File: src/rtl/dsp_pkg.sv
package dsp_pkg;

    typedef enum logic [1:0] {
        RQ_LOAD   = 2'd0,
        RQ_IFETCH = 2'd1,
        RQ_STORE  = 2'd2,
        RQ_ATOMIC = 2'd3
    } rq_type_e;

    typedef enum logic [3:0] {
        EV_NONE      = 4'd0,
        EV_LOAD      = 4'd1,
        EV_IFETCH    = 4'd2,
        EV_STORE     = 4'd3,
        EV_REPL      = 4'd4,
        EV_PF_LOAD   = 4'd5,
        EV_PF_IFETCH = 4'd6,
        EV_PF_STORE  = 4'd7,
        EV_INV       = 4'd8,
        EV_FWD_EXCL  = 4'd9,
        EV_FWD_SHRD  = 4'd10,
        EV_FWD_INSTR = 4'd11,
        EV_DATA      = 4'd12,
        EV_DATA_EXCL = 4'd13,
        EV_ACK       = 4'd14,
        EV_WB_ACK    = 4'd15
    } evt_e;

    typedef enum logic {
        PK_SERVE  = 1'b0,
        PK_PARKED = 1'b1
    } park_e;

    // queue index equals its priority rank
    localparam int NUM_Q = 4;
    localparam int Q_CPU = 0;
    localparam int Q_FWD = 1;
    localparam int Q_RSP = 2;
    localparam int Q_PF  = 3;

endpackage

File: src/rtl/dsp_arbiter.sv
module dsp_arbiter #(
    parameter int NUM_Q = 4
) (
    input  logic [NUM_Q-1:0] req,
    output logic [NUM_Q-1:0] grant,
    output logic             any
);
    // above[k]: some request at index k or higher
    logic [NUM_Q:0] above;

    assign above[NUM_Q] = 1'b0;

    generate
        for (genvar k = 0; k < NUM_Q; k++) begin : g_rank
            assign above[k] = above[k+1] | req[k];
            assign grant[k] = req[k] & ~above[k+1];
        end
    endgenerate

    assign any = above[0];

endmodule

File: src/rtl/dsp_classify.sv
module dsp_classify
    import dsp_pkg::*;
#(
    parameter int ADDR_W = 8
) (
    input  logic              is_pf,
    input  rq_type_e          rtype,
    input  logic [ADDR_W-1:0] line,
    input  logic              ic_hit,
    input  logic              dc_hit,
    input  logic              ic_free,
    input  logic              dc_free,
    input  logic [ADDR_W-1:0] ic_victim,
    input  logic [ADDR_W-1:0] dc_victim,
    output evt_e              evt,
    output logic [ADDR_W-1:0] evt_line,
    output logic              evt_icache
);
    logic              want_i;
    logic              own_hit;
    logic              oth_hit;
    logic              own_free;
    logic [ADDR_W-1:0] own_vic;
    evt_e              own_evt;

    always_comb begin
        want_i   = (rtype == RQ_IFETCH);
        own_hit  = want_i ? ic_hit    : dc_hit;
        oth_hit  = want_i ? dc_hit    : ic_hit;
        own_free = want_i ? ic_free   : dc_free;
        own_vic  = want_i ? ic_victim : dc_victim;

        own_evt = EV_NONE;
        unique case (rtype)
            RQ_LOAD:             own_evt = is_pf ? EV_PF_LOAD   : EV_LOAD;
            RQ_IFETCH:           own_evt = is_pf ? EV_PF_IFETCH : EV_IFETCH;
            RQ_STORE, RQ_ATOMIC: own_evt = is_pf ? EV_PF_STORE  : EV_STORE;
        endcase

        evt        = own_evt;
        evt_line   = line;
        evt_icache = want_i;

        if (own_hit) begin
            // hit in the matching cache: request event as is
        end else if (oth_hit) begin
            // line lives in the opposite cache
            evt_icache = ~want_i;
            if (!is_pf) begin
                evt = EV_REPL;
            end
        end else if (!own_free) begin
            evt      = EV_REPL;
            evt_line = own_vic;
        end
    end

endmodule

File: src/rtl/dsp_park_fsm.sv
module dsp_park_fsm
    import dsp_pkg::*;
#(
    parameter int ADDR_W = 8
) (
    input  logic              clk,
    input  logic              rst_n,
    input  logic              stall_take,
    input  logic [ADDR_W-1:0] stall_line,
    input  logic              wake_valid,
    input  logic [ADDR_W-1:0] wake_line,
    output logic              parked,
    output logic [ADDR_W-1:0] park_line
);
    park_e             st_q, st_nx;
    logic [ADDR_W-1:0] line_q, line_nx;
    logic              wake_hit;

    assign wake_hit = wake_valid && (wake_line == line_q);

    always_comb begin
        st_nx   = st_q;
        line_nx = line_q;
        unique case (st_q)
            PK_SERVE: begin
                if (stall_take) begin
                    st_nx   = PK_PARKED;
                    line_nx = stall_line;
                end
            end
            PK_PARKED: begin
                if (wake_hit) begin
                    st_nx = PK_SERVE;
                end
            end
        endcase
    end

    always_ff @(posedge clk) begin
        if (!rst_n) begin
            st_q   <= PK_SERVE;
            line_q <= '0;
        end else begin
            st_q   <= st_nx;
            line_q <= line_nx;
        end
    end

    always_comb begin
        parked    = (st_q == PK_PARKED);
        park_line = line_q;
    end

    // a matching wake-up leaves the parked state
    assert_wake_resumes_R10: assert property (@(posedge clk) disable iff (!rst_n)
        (parked && wake_valid && wake_line == park_line) |=> !parked);

    // any other wake-up keeps the queue parked on the same line
    assert_wrong_wake_holds_R10: assert property (@(posedge clk) disable iff (!rst_n)
        (parked && !(wake_valid && wake_line == park_line)) |=> (parked && $stable(park_line)));

endmodule

File: src/rtl/split_dispatch.sv
module split_dispatch
    import dsp_pkg::*;
#(
    parameter int ADDR_W = 8
) (
    input  logic              clk,
    input  logic              rst_n,
    input  logic              pf_valid,
    input  logic [1:0]        pf_type,
    input  logic [ADDR_W-1:0] pf_line,
    output logic              pf_pop,
    input  logic              rsp_valid,
    input  logic [1:0]        rsp_kind,
    input  logic [ADDR_W-1:0] rsp_line,
    output logic              rsp_pop,
    input  logic              fwd_valid,
    input  logic [2:0]        fwd_kind,
    input  logic [ADDR_W-1:0] fwd_line,
    output logic              fwd_pop,
    input  logic              cpu_valid,
    input  logic [1:0]        cpu_type,
    input  logic [ADDR_W-1:0] cpu_line,
    output logic              cpu_pop,
    output logic [ADDR_W-1:0] lk_line,
    input  logic              ic_hit,
    input  logic              dc_hit,
    input  logic              ic_free,
    input  logic              dc_free,
    input  logic [ADDR_W-1:0] ic_victim,
    input  logic [ADDR_W-1:0] dc_victim,
    input  logic              lk_busy,
    output logic              evt_valid,
    output logic [3:0]        evt_code,
    output logic [ADDR_W-1:0] evt_line,
    output logic              evt_icache,
    input  logic              evt_ready,
    input  logic              evt_stall,
    input  logic              wake_valid,
    input  logic [ADDR_W-1:0] wake_line
);
    logic [NUM_Q-1:0]  req;
    logic [NUM_Q-1:0]  grant;
    logic              any;
    logic              parked;
    logic [ADDR_W-1:0] park_line;
    logic              take;
    logic              stall_take;

    evt_e              cls_evt;
    logic [ADDR_W-1:0] cls_line;
    logic              cls_icache;
    rq_type_e          lk_type;
    evt_e              rsp_evt;
    evt_e              fwd_evt;

    assign req[Q_PF]  = rst_n & pf_valid;
    assign req[Q_RSP] = rst_n & rsp_valid;
    assign req[Q_FWD] = rst_n & fwd_valid;
    assign req[Q_CPU] = rst_n & cpu_valid & ~parked;

    dsp_arbiter #(.NUM_Q(NUM_Q)) u_arb (
        .req   (req),
        .grant (grant),
        .any   (any)
    );

    assign lk_line = grant[Q_PF] ? pf_line : cpu_line;
    assign lk_type = rq_type_e'(grant[Q_PF] ? pf_type : cpu_type);

    dsp_classify #(.ADDR_W(ADDR_W)) u_cls (
        .is_pf      (grant[Q_PF]),
        .rtype      (lk_type),
        .line       (lk_line),
        .ic_hit     (ic_hit),
        .dc_hit     (dc_hit),
        .ic_free    (ic_free),
        .dc_free    (dc_free),
        .ic_victim  (ic_victim),
        .dc_victim  (dc_victim),
        .evt        (cls_evt),
        .evt_line   (cls_line),
        .evt_icache (cls_icache)
    );

    always_comb begin
        rsp_evt = EV_DATA;
        unique case (rsp_kind)
            2'd0: rsp_evt = EV_DATA;
            2'd1: rsp_evt = EV_DATA_EXCL;
            2'd2: rsp_evt = EV_ACK;
            2'd3: rsp_evt = EV_WB_ACK;
        endcase
        fwd_evt = EV_INV;
        case (fwd_kind)
            3'd0:       fwd_evt = EV_INV;
            3'd1, 3'd2: fwd_evt = EV_FWD_EXCL;
            3'd3:       fwd_evt = EV_FWD_SHRD;
            3'd4:       fwd_evt = EV_FWD_INSTR;
            default:    fwd_evt = EV_INV;
        endcase
    end

    // output process: event mux by granted queue
    always_comb begin
        evt_valid  = any;
        evt_code   = EV_NONE;
        evt_line   = '0;
        evt_icache = 1'b0;
        if (grant[Q_PF] || grant[Q_CPU]) begin
            evt_code   = cls_evt;
            evt_line   = cls_line;
            evt_icache = cls_icache;
        end else if (grant[Q_RSP]) begin
            evt_code = rsp_evt;
            evt_line = rsp_line;
        end else if (grant[Q_FWD]) begin
            evt_code = fwd_evt;
            evt_line = fwd_line;
        end
    end

    assign take       = evt_valid & evt_ready;
    assign stall_take = evt_valid & evt_stall & grant[Q_CPU];

    assign pf_pop  = take & grant[Q_PF];
    assign rsp_pop = take & grant[Q_RSP];
    assign fwd_pop = take & grant[Q_FWD];
    assign cpu_pop = take & grant[Q_CPU] & ~evt_stall;

    dsp_park_fsm #(.ADDR_W(ADDR_W)) u_park (
        .clk        (clk),
        .rst_n      (rst_n),
        .stall_take (stall_take),
        .stall_line (cpu_line),
        .wake_valid (wake_valid),
        .wake_line  (wake_line),
        .parked     (parked),
        .park_line  (park_line)
    );

    assert_prefetch_first_R1: assert property (@(posedge clk) disable iff (!rst_n)
        pf_valid |-> (evt_valid && !rsp_pop && !fwd_pop && !cpu_pop));

    assert_response_over_lower_R1: assert property (@(posedge clk) disable iff (!rst_n)
        (rsp_valid && !pf_valid) |-> (!fwd_pop && !cpu_pop));

    assert_single_pop_R2: assert property (@(posedge clk) disable iff (!rst_n)
        $onehot0({pf_pop, rsp_pop, fwd_pop, cpu_pop}));

    assert_pop_needs_accept_R2: assert property (@(posedge clk) disable iff (!rst_n)
        (pf_pop || rsp_pop || fwd_pop || cpu_pop) |-> (evt_valid && evt_ready));

    assert_own_hit_line_R4: assert property (@(posedge clk) disable iff (!rst_n)
        (cpu_valid && !parked && !pf_valid && !rsp_valid && !fwd_valid
         && cpu_type == 2'd1 && ic_hit) |-> (evt_line == cpu_line && evt_icache));

    assert_wrong_cache_evicts_R5: assert property (@(posedge clk) disable iff (!rst_n)
        (cpu_valid && !parked && !pf_valid && !rsp_valid && !fwd_valid
         && cpu_type == 2'd0 && !dc_hit && ic_hit)
        |-> (evt_code == 4'd4 && evt_line == cpu_line && evt_icache));

    assert_full_set_victim_R6: assert property (@(posedge clk) disable iff (!rst_n)
        (cpu_valid && !parked && !pf_valid && !rsp_valid && !fwd_valid
         && cpu_type == 2'd2 && !dc_hit && !ic_hit && !dc_free)
        |-> (evt_code == 4'd4 && evt_line == dc_victim && !evt_icache));

    assert_present_prefetch_drops_R7: assert property (@(posedge clk) disable iff (!rst_n)
        (pf_valid && (ic_hit || dc_hit)) |-> (evt_line == pf_line && evt_code != 4'd4));

    assert_fwd_kind_legal_R8: assert property (@(posedge clk) disable iff (!rst_n)
        fwd_valid |-> (fwd_kind <= 3'd4));

    assert_parked_no_cpu_pop_R9: assert property (@(posedge clk) disable iff (!rst_n)
        parked |-> !cpu_pop);

    assert_stall_parks_R9: assert property (@(posedge clk) disable iff (!rst_n)
        (cpu_valid && !parked && !pf_valid && !rsp_valid && !fwd_valid && evt_stall)
        |=> parked);

    assert_no_dual_residence_R11: assert property (@(posedge clk) disable iff (!rst_n)
        lk_busy |-> !(ic_hit && dc_hit));

endmodule

File: config.mk
export PLATFORM = sky130hd
export DESIGN_NAME = split_dispatch
export DESIGN_NICKNAME = d
export VERILOG_FILES = /design/src/rtl/dsp_pkg.sv /design/src/rtl/dsp_arbiter.sv /design/src/rtl/dsp_classify.sv /design/src/rtl/dsp_park_fsm.sv /design/src/rtl/split_dispatch.sv
export SDC_FILE = /design/constraint.sdc
export NUM_CORES = 1
export LEC_CHECK = 0
export ABC_CLOCK_PERIOD_IN_PS = 3800
export BUFFER_PORTS_ARGS = -buffer_cell sky130_fd_sc_hd__buf_2
export CORE_MARGIN = 1
export CORE_UTILIZATION = 43
export DETAILED_ROUTE_END_ITERATION = 7
export HOLD_SLACK_MARGIN = 0.03
export PLACE_DENSITY = 0.93
export SYNTH_ARGS = -nofsm -noshare
export SYNTH_HDL_FRONTEND = slang
export SYNTH_SLANG_ARGS = --single-unit
File: constraint.sdc
create_clock -name clk -period 3.8 [get_ports clk]
set_input_delay 0.57 -clock clk [delete_from_list [all_inputs] [get_ports clk]]
set_output_delay 0.57 -clock clk [all_outputs]
set_load 0.05 [all_outputs]
==> flow_summary_export.csv <==
group,metric,value,unit
sta,whs,0.531,ns
power,switching_power,183,uW
yosys,yosys.cell_types.count,41,
setup_path,longest_individual_stage_delay_on_the_worst_path,0.47,ns
global_route,globalRoute.totalOverflow,0,
placed_design,dp_hpwl,3.21,mm
layout,design.final.nets,342,
drt,vias_per_cell,5.39,
power,seq_power_share,0.237,
drt,wl_per_cell,13.3,um
power,power_frac_comb,0.579,
sta,fin_tns_setup,0,ns
drt,drc,7,
global_route,groute.layer.met1.usage,0.253,
setup_path,end_kind,"output port",
layout,areaGrowthSynthToFinish,39.0,%
setup_path,crit_path_cell_trace,"buf_2 -> and2_4 -> o21ai_2 -> buf_4 -> a211o_1 -> o221ai_2 -> buf_2",
power,total_leakage_power,0.000959,uW
global_route,grt.busiest_layer,"met2",
yosys,synth.area.mux_share,0.188,
sta,rsz0062_at_grt,"false",
drt,vias,1579,
yosys,sequential_fraction_of_the_synthesis_area,0.135,
run,drv.max_cap_violation_count,0,
layout,multi_input_area,1040,um^2
layout,sequential_cell_area,180,um^2
setup_path,required,3.23,ns
layout,share_of_layout_cells_above_drive_strength_1,0.454,
yosys,post_synthesis_compound_gate_area_fraction,0.267,
placed_design,portBuffers,103,
floorplan,vert_die_dim,57.6,um
clock_network,insertion_delay,0.26,ns
sta,finalMaxSlewViolations,0,
floorplan,placementRows,19,
yosys,mappedNetlistArea,1330,um^2
sta,fin_crit_sh,0.805,
floorplan,floorplan.core_area,2850,um^2
clock_network,tritoncts,"yes",
layout,finalNonFillerCells,293,
clock_network,ctsResizeCount,0,
floorplan,die-area,3320,um^2
setup_path,timing.critical_path.from_type,"primary input",
power,internal_power,222,uW
placed_design,placed_instance_area,1820,um^2
sta,worst_slew_pin_slew,0.769,ns
layout,num-fill-cells,263,
setup_path,path_common_cell,"buf_2",
outcome,violations_in_the_final_reports,"DRC",
clock_network,cts_setup_buffers,0,
floorplan,floorplan.io_pins,105,
outcome,status,"finished with violations",
yosys,ys_dominant_reg_cell,"dfxtp_1",
clock_network,tritoncts.num_buffers,3,
clock_network,cts.sink_count,9,
min_path,min-delay-path-class,"reg -> reg",
yosys,synth_edf_count,0,
sta,finalClockSkew,0.00307,ns
global_route,grt_antenna_before_repair,0,
power,pwr-share-clk,0.185,
clock_network,cts_root_buffer,"clkbuf_4",
sta,setup_viol,0,
power,p_per_area,219,nW/um^2
setup_path,cp.arrival,2.49,ns
yosys,asyncSetResetFlopFracSynth,0,
drt,postRouteAntennaNets,0,
setup_path,path_max_fanout,20,
clock_network,clk_pin_slew,0.06,ns
sta,achievable-frequency,327,MHz
drt,drtIter0Drc,81,
power,p_sw_frac,0.453,
setup_path,path_class,"in -> out",
global_route,globalRouteTotalUtil,0.236,
sta,timing.slew.headroom,0.486,
yosys,yosys-top-cells-area,"mux2i_1 (19%), dfxtp_1 (14%), nor2b_1 (13%)",
global_route,vias_in_the_first_global_route,1399,
yosys,synth_top_cell_area_share,0.188,
placed_design,place.gp.congestion,0.792,
yosys,synthesis.yosys.warnings,0,
clock_network,cts_hold_buffers,0,
yosys,synth-adder-area-share,0,
sta,final.min_clock_period,3.06,ns
yosys,syn_nets,245,
setup_path,crit_slowest_cell,"a211o_1",
sta,hold_viol_final,0,
floorplan,dieWidth,57.6,um
clock_network,h-tree-depth,1,
global_route,grt.met2_usage,0.470,
power,peakVddDrop,0.178,mV
global_route,met3_usage_grt,0.0491,
layout,layout.core_utilization,0.649,
drt,detailedRoute.firstPassIterationCount,7,
yosys,synthXorXnorAreaFrac,0.0592,
yosys,synth_top_cell_by_area,"mux2i_1",
yosys,synthCells,166,
global_route,first_pass_grt_wire_length,6.06,mm
setup_path,r2r_slack,2.16,ns
yosys,synth_top_family_by_area,"simple AND/OR/NAND/NOR gates",
yosys,postSynthRegisterBits,9,
yosys,synth_simple_gate_area_share,0.271,
layout,design_area,1850,um^2
clock_network,max-clock-path-buffers,2,
global_route,largest_net_degree_at_the_start_of_global_routing,21,
drt,drt-total-wl,3.90,mm
yosys,synth_area_per_cell,8.02,um^2
floorplan,floorplan.initialDensity,0.467,
layout,ant_diodes,0,
placed_design,numPlacedInstances,289,
placed cells by master, fill, tap and decap left out, types with 2 or more instances in the layout:
master,instances
a21o_1,2
a21oi_1,3
a22o_1,8
and3_1,3
buf_2,103
clkbuf_4,3
dfxtp_1,9
inv_1,10
mux2i_1,25
nand2_1,13
nand2b_1,3
nand3_1,4
nand4_1,2
nor2_1,2
nor2b_1,27
nor3_1,3
o21ai_0,3
o21ai_1,2
o221ai_2,8
xnor2_1,8
synthesized netlist by cell type (3+ instances only):
library cell / number
a22o_1: 8
clkbuf_1: 5
nand3_1: 4
xnor2_1: 8
a21oi_1: 3
dfxtp_1: 9
o21ai_0: 3
inv_1: 10
nand2b_1: 3
nor2b_1: 27
nor3_1: 3
buf_2: 4
o221ai_2: 8
mux2i_1: 25
and3_1: 3
nand2_1: 13
worst max-delay path, delay by kind of cell:
kind                   cells  cell delay, ns
buffers and inverters      3            0.76
AO/OA/AOI/OAI              3            0.81
AND/OR/NAND/NOR            1            0.34
worst paths after layout:
check           startpoint                   to  cells past startpoint
max                  rst_n          evt_line[7]                      7
min          u_park.parked        u_park.parked                      2
max reg2reg  u_park.parked  u_park.park_line[6]                      4
min reg2reg  u_park.parked        u_park.parked                      2
kinds of logic (layout without fill, tap and decap cells):
group,Yosys count,count (layout)
buf+inv,22,118
xor+xnor,9,9
flops,9,9
mux,25,25
compound gates,38,38
simple gates,63,63
state kept, by name (all words and copies together) (netlist names):
register	flops
u_park.parked	1
u_park.park_line	8
power by group through the flow:
stage	registers [uW]	logic [uW]	clock network (uW)
after global routing	95.8	251	84.4
after floorplan	97.8	160	0
after detailed placement	98.0	235	0
final	95.8	234	74.7
after CTS	95.8	236	78.3
after global placement	97.9	232	0
cell type report:
class                      instances  area share
multi-input combinational        135       0.565
timing repair buffer             104       0.283
sequential                         9      0.0974
tap                               31      0.0210
inverter                          10      0.0203
clock buffer                       4      0.0142
stage by stage:
stage                     power, uW  setup slack, ns
after detailed placement        333            0.739
final                           405            0.742
after CTS                       410            0.735
after floorplan                 258            0.834
after global placement          330            0.764
after global routing            432            0.616
per-layer routing:
| layer | wire length, um | share of wire |
|---|---|---|
| met2 | 2070 | 0.53 |
| met4 | 15 | 0.0038 |
| met3 | 326 | 0.084 |
| met1 | 1480 | 0.38 |
| met5 | 0 | 0 |
Power figures use the tool's default switching activity.
